==> config.mk <==
export PLATFORM = sky130hd
export DESIGN_NAME = gated_sticky_field
export DESIGN_NICKNAME = d
export VERILOG_FILES = /design/src/rtl/gsf_pkg.sv /design/src/rtl/gsf_edge_det.sv /design/src/rtl/gsf_store.sv /design/src/rtl/gated_sticky_field.sv
export SDC_FILE = /design/constraint.sdc
export NUM_CORES = 1
export LEC_CHECK = 0
export BUFFER_PORTS_ARGS = -buffer_cell sky130_fd_sc_hd__buf_4
export CAP_MARGIN = 20
export CORE_ASPECT_RATIO = 0.8
export CORE_MARGIN = 5
export CORE_UTILIZATION = 28
export DETAILED_ROUTE_END_ITERATION = 8
export SYNTH_ARGS = -nofsm -noshare
export SYNTH_HDL_FRONTEND = slang
export SYNTH_SLANG_ARGS = --single-unit
==> constraint.sdc <==
create_clock -name clk_i -period 1 [get_ports clk_i]
set_input_delay 0.3 -clock clk_i [delete_from_list [all_inputs] [get_ports clk_i]]
set_output_delay 0.3 -clock clk_i [all_outputs]
set_load 0.01 [all_outputs]
==> src/rtl/gsf_pkg.sv <==
package gsf_pkg;
  typedef enum logic [2:0] {
    STK_LEVEL_WORD = 3'd0,
    STK_LEVEL_BIT  = 3'd1,
    STK_RISE       = 3'd2,
    STK_FALL       = 3'd3,
    STK_BOTH       = 3'd4
  } capture_mode_e;
endpackage

==> src/rtl/gsf_edge_det.sv <==
module gsf_edge_det
  import gsf_pkg::*;
#(
  parameter int            WIDTH = 8,
  parameter capture_mode_e MODE  = STK_RISE
) (
  input  logic             clk_i,
  input  logic             rst_ni,
  input  logic [WIDTH-1:0] evt_i,
  output logic [WIDTH-1:0] set_vec_o
);
  localparam bit IsEdge = (MODE == STK_RISE) || (MODE == STK_FALL) || (MODE == STK_BOTH);

  generate
    if (IsEdge) begin : g_edge
      logic [WIDTH-1:0] evt_q;
      // history samples every cycle, independent of the gate
      always_ff @(posedge clk_i or negedge rst_ni) begin
        if (!rst_ni) evt_q <= '0;
        else         evt_q <= evt_i;
      end
      if (MODE == STK_RISE) begin : g_rise
        assign set_vec_o = evt_i & ~evt_q;
      end else if (MODE == STK_FALL) begin : g_fall
        assign set_vec_o = ~evt_i & evt_q;
      end else begin : g_both
        assign set_vec_o = evt_i ^ evt_q;
      end
    end else begin : g_level
      assign set_vec_o = evt_i;
    end
  endgenerate
endmodule

==> src/rtl/gsf_store.sv <==
module gsf_store
  import gsf_pkg::*;
#(
  parameter int            WIDTH = 8,
  parameter capture_mode_e MODE  = STK_RISE
) (
  input  logic             clk_i,
  input  logic             rst_ni,
  input  logic             cap_en_i,
  input  logic [WIDTH-1:0] set_vec_i,
  input  logic [WIDTH-1:0] clr_vec_i,
  output logic [WIDTH-1:0] status_o
);
  logic [WIDTH-1:0] status_q, status_d;

  generate
    if (MODE == STK_LEVEL_WORD) begin : g_word
      always_comb begin
        if (cap_en_i && (status_q == '0) && (set_vec_i != '0)) status_d = set_vec_i;
        else                                                    status_d = status_q & ~clr_vec_i;
      end

      // a held word only changes through a software clear
      a_r8_word_hold: assert property (@(posedge clk_i) disable iff (!rst_ni)
        ((status_q != '0) && (clr_vec_i == '0)) |=> $stable(status_q));


      a_r9_word_clear: assert property (@(posedge clk_i) disable iff (!rst_ni)
        ((status_q != '0) && (clr_vec_i != '0)) |=> ((status_q & $past(clr_vec_i)) == '0));
    end else begin : g_bit
      logic [WIDTH-1:0] hw_set;
      assign hw_set   = cap_en_i ? set_vec_i : '0;
      // hardware set outranks software clear
      assign status_d = (status_q & ~clr_vec_i) | hw_set;


      a_r9_bit_clear: assert property (@(posedge clk_i) disable iff (!rst_ni)
        (clr_vec_i != '0) |=> ((status_q & $past(clr_vec_i & ~hw_set)) == '0));
    end
  endgenerate

  always_ff @(posedge clk_i or negedge rst_ni) begin
    if (!rst_ni) status_q <= '0;
    else         status_q <= status_d;
  end

  assign status_o = status_q;


  a_r1_reset_empty: assert property (@(posedge clk_i) !rst_ni |-> (status_q == '0));
endmodule

==> src/rtl/gated_sticky_field.sv <==
module gated_sticky_field
  import gsf_pkg::*;
#(
  parameter int            WIDTH      = 8,
  parameter capture_mode_e MODE       = STK_RISE,
  parameter bit            ACTIVE_LOW = 1'b0
) (
  input  logic             clk_i,
  input  logic             rst_ni,
  input  logic [WIDTH-1:0] evt_i,
  input  logic             hw_en_i,
  input  logic             sw_clr_i,
  input  logic [WIDTH-1:0] sw_wdata_i,
  output logic [WIDTH-1:0] status_o,
  output logic             irq_o
);
  localparam bit PerBit = (MODE != STK_LEVEL_WORD);

  logic             cap_en;
  logic [WIDTH-1:0] set_vec;
  logic [WIDTH-1:0] clr_vec;

  assign cap_en  = ACTIVE_LOW ? ~hw_en_i : hw_en_i;
  assign clr_vec = sw_clr_i ? sw_wdata_i : '0;

  gsf_edge_det #(.WIDTH(WIDTH), .MODE(MODE)) u_edge (
    .clk_i     (clk_i),
    .rst_ni    (rst_ni),
    .evt_i     (evt_i),
    .set_vec_o (set_vec)
  );

  gsf_store #(.WIDTH(WIDTH), .MODE(MODE)) u_store (
    .clk_i     (clk_i),
    .rst_ni    (rst_ni),
    .cap_en_i  (cap_en),
    .set_vec_i (set_vec),
    .clr_vec_i (clr_vec),
    .status_o  (status_o)
  );

  assign irq_o = |status_o;

  // no bit rises while the gate is closed
  a_r2_gated_no_set: assert property (@(posedge clk_i) disable iff (!rst_ni)
    !cap_en |=> ((status_o & ~$past(status_o)) == '0));

  generate
    if (PerBit) begin : g_chk_bit
      // a gated per-bit set always lands
      a_r4_bit_set_lands: assert property (@(posedge clk_i) disable iff (!rst_ni)
        cap_en |=> ((status_o & $past(set_vec)) == $past(set_vec)));
    end
  endgenerate
endmodule

==> flow_metrics.tcl <==
set metrics [dict create \
    yosysWarningCount 0 \
    core_area_sq_um 1910 \
    tightest_slew_ns 0.233 \
    reg2reg_slack_ns 0.13 \
    tritoncts "built" \
    crit_arrival_ns 1.22 \
    slew_headroom_pct 84.3 \
    required_ns 0.70 \
    routed_wl_microns 1380 \
    grt_pass1_wl_microns 2370 \
    hold_violations 0 \
    final_core_util_pct 50.2 \
    rr_worst_depth 3 \
    h-tree-depth 1 \
    insertion_delay_ns 0.28 \
    final_nets 106 \
    hold_ws_ns 0.132 \
    setup_viol 9 \
    fin_ws_ns -0.517 \
    firstDrtPassIters 3 \
    outcome "finished, violations left" \
    detail_route.wl_per_cell_microns 12.8 \
    multi_input_area_sq_um 135 \
    irDropWorstVdd_mv 0.828 \
    vias 483 \
    dpl.hpwl_microns 1070 \
    port_buffers 28 \
    hold_path_depth 1 \
    root_buffer "clkbuf_4" \
    grt-ovfl-total 0 \
    ys_ff_latch 16 \
    critical_path.reg2reg.endpoint "u_store.status_o[5]$_DFF_PN0_" \
    register_area_sq_um 400 \
    cp_max_fo 2 \
    clk_pin_slew_ns 0.08 \
    final_cells 108 \
    rsz0062_at_grt "true" \
    synth_cells 45 \
    layout-drive-gt1-share_pct 48.8 \
    pin_count 29 \
    dieArea_sq_um 3030 \
    netlist_area_sq_um 568 \
    ys_seq_area_share_pct 70.5 \
    synth_cell_type_count 8 \
    finalCritPeriodShare_pct 152 \
    post-place-cells 103 \
    grt_max_degree 17 \
    max_cap_violations 0 \
    floorplan.rows 14 \
    drc 0 \
    drt_iter0_drc 11 \
    antenna_found_initial 0 \
    worstHoldPathType "input port to flip-flop" \
    clock-sinks 16 \
    die_y_microns 50.3 \
    antenna_cells 0 \
    area_delta_synth_final_pct 68.7 \
    slew_violations 0 \
    cts_made_buffers 3 \
    initial_core_util_pct 29.8 \
    hold_path_end "u_edge.g_edge.evt_q[2]$_DFF_PN0_" \
    fmax_mhz 659 \
    syn-num-nets 65 \
    grt_usage_pct 10.6 \
    ant_nets 0 \
    place_congestion 0.713 \
    via_per_inst 4.47 \
    r2r_start "u_store.status_o[5]$_DFF_PN0_" \
    grt_pass1_vias 525 \
    critPathLaunchType "flip-flop" \
    clk_path_buf_depth 2 \
    fin_skew_ns 0.000583 \
    endpoint_kind "primary output" \
    violations "setup timing" \
    avgSynthCellArea_sq_um 12.6 \
    period_minus_slack_ns 1.52 \
    hp-start "evt_i[2]" \
    path_class "flip-flop to primary output" \
    powerDensity_nw_per_um2 1490 \
    die_w_microns 60.4 \
    nFillCells 177 \
    p_leak_nw 0.485 \
]
-- placed cells by master (no fill, tap or decap) --
| master | n |
|---|---|
| a32o_1 | 7 |
| buf_4 | 22 |
| buf_6 | 15 |
| clkbuf_4 | 3 |
| dfrtp_1 | 16 |
| dlygate4sd3_1 | 1 |
| inv_1 | 7 |
| nand2_1 | 10 |
| nor4_1 | 1 |
| nor4_2 | 1 |
| o2bb2ai_1 | 1 |
-- cell type report --
class	count	share of cell area (%)
Tap cell	24	3.13
Clock buffer	3	2.35
Timing Repair Buffer	38	35.9
Inverter	7	2.74
Multi-Input combinational cell	20	14.1
Sequential cell	16	41.8
-- registers in the layout (all words and copies together), names as in the netlist --
signal               count
u_edge.g_edge.evt_q      8
u_store.status_o         8
-- cell usage after synthesis --
cell type   n  area share [%]
a32o_1      7              12
buf_2       1            0.88
buf_4       1             1.3
dfrtp_1    16              70
inv_1       7             4.6
nand2_1    10             6.6
nor4_1      2             2.2
o2bb2ai_1   1             1.5
-- worst max path at each step --
stage	startpoint	endpoint	slack, ns
global placement	u_store.status_o[2]$_DFF_PN0_	irq_o	-0.22
detailed placement	u_store.status_o[4]$_DFF_PN0_	irq_o	-0.22
global route	u_store.status_o[5]$_DFF_PN0_	irq_o	-0.61
CTS	u_store.status_o[2]$_DFF_PN0_	irq_o	-0.51
floorplan	u_store.status_o[2]$_DFF_PN0_	irq_o	-0.09
finish	u_store.status_o[5]$_DFF_PN0_	irq_o	-0.52
-- power breakdown --
part	total (W)	internal [W]	switching, W
clock network	0.000317	0.000140	0.000177
registers	0.000739	0.000703	0.0000356
logic	0.000368	0.000240	0.000129
total	0.00142	0.00108	0.000341
-- through the flow --
stage | setup TNS (ns) | power [W] | setup slack (ns) | area (sq um)
6_report | -2.34 | 0.00142 | -0.517 | 958
3_5_place_dp | -0.215 | 0.00105 | -0.215 | 856
4_1_cts | -2.40 | 0.00144 | -0.510 | 943
5_1_grt | -2.85 | 0.00152 | -0.611 | 958
3_3_place_gp | -0.219 | 0.00105 | -0.219 | 856
2_1_floorplan | -0.0900 | 0.000833 | -0.0900 | 568
-- kinds of logic after synthesis --
| family | share of synthesized area (%) |
|---|---|
| compound gates | 13.9 |
| flops | 70.5 |
| buf+inv | 6.83 |
| simple gates | 8.81 |
-- critical path: stages (launching register included) --
cell and delay (ns):
dfrtp_1 0.40, nor4_2 0.30, nand2_1 0.10, buf_6 0.13
-- timing repair --
action                                 in CTS  in global routing
setup buffers                               2                  3
endpoints found under the hold margin      16                  0
setup endpoints to repair                   9                  9
resized for setup                          14                  3
pin swaps                                   0                  2
hold buffers                                1                  0
-- routing by layer --
layer | vias up | track usage (%) | wire length (microns)
li1 | 232 | - | -
met2 | 23 | 15.5 | 591
met1 | 225 | 13.7 | 625
met3 | 3 | 6.15 | 157
met5 | - | 0 | 0
met4 | 0 | 2.21 | 9
(Power assumes the default switching activity.)
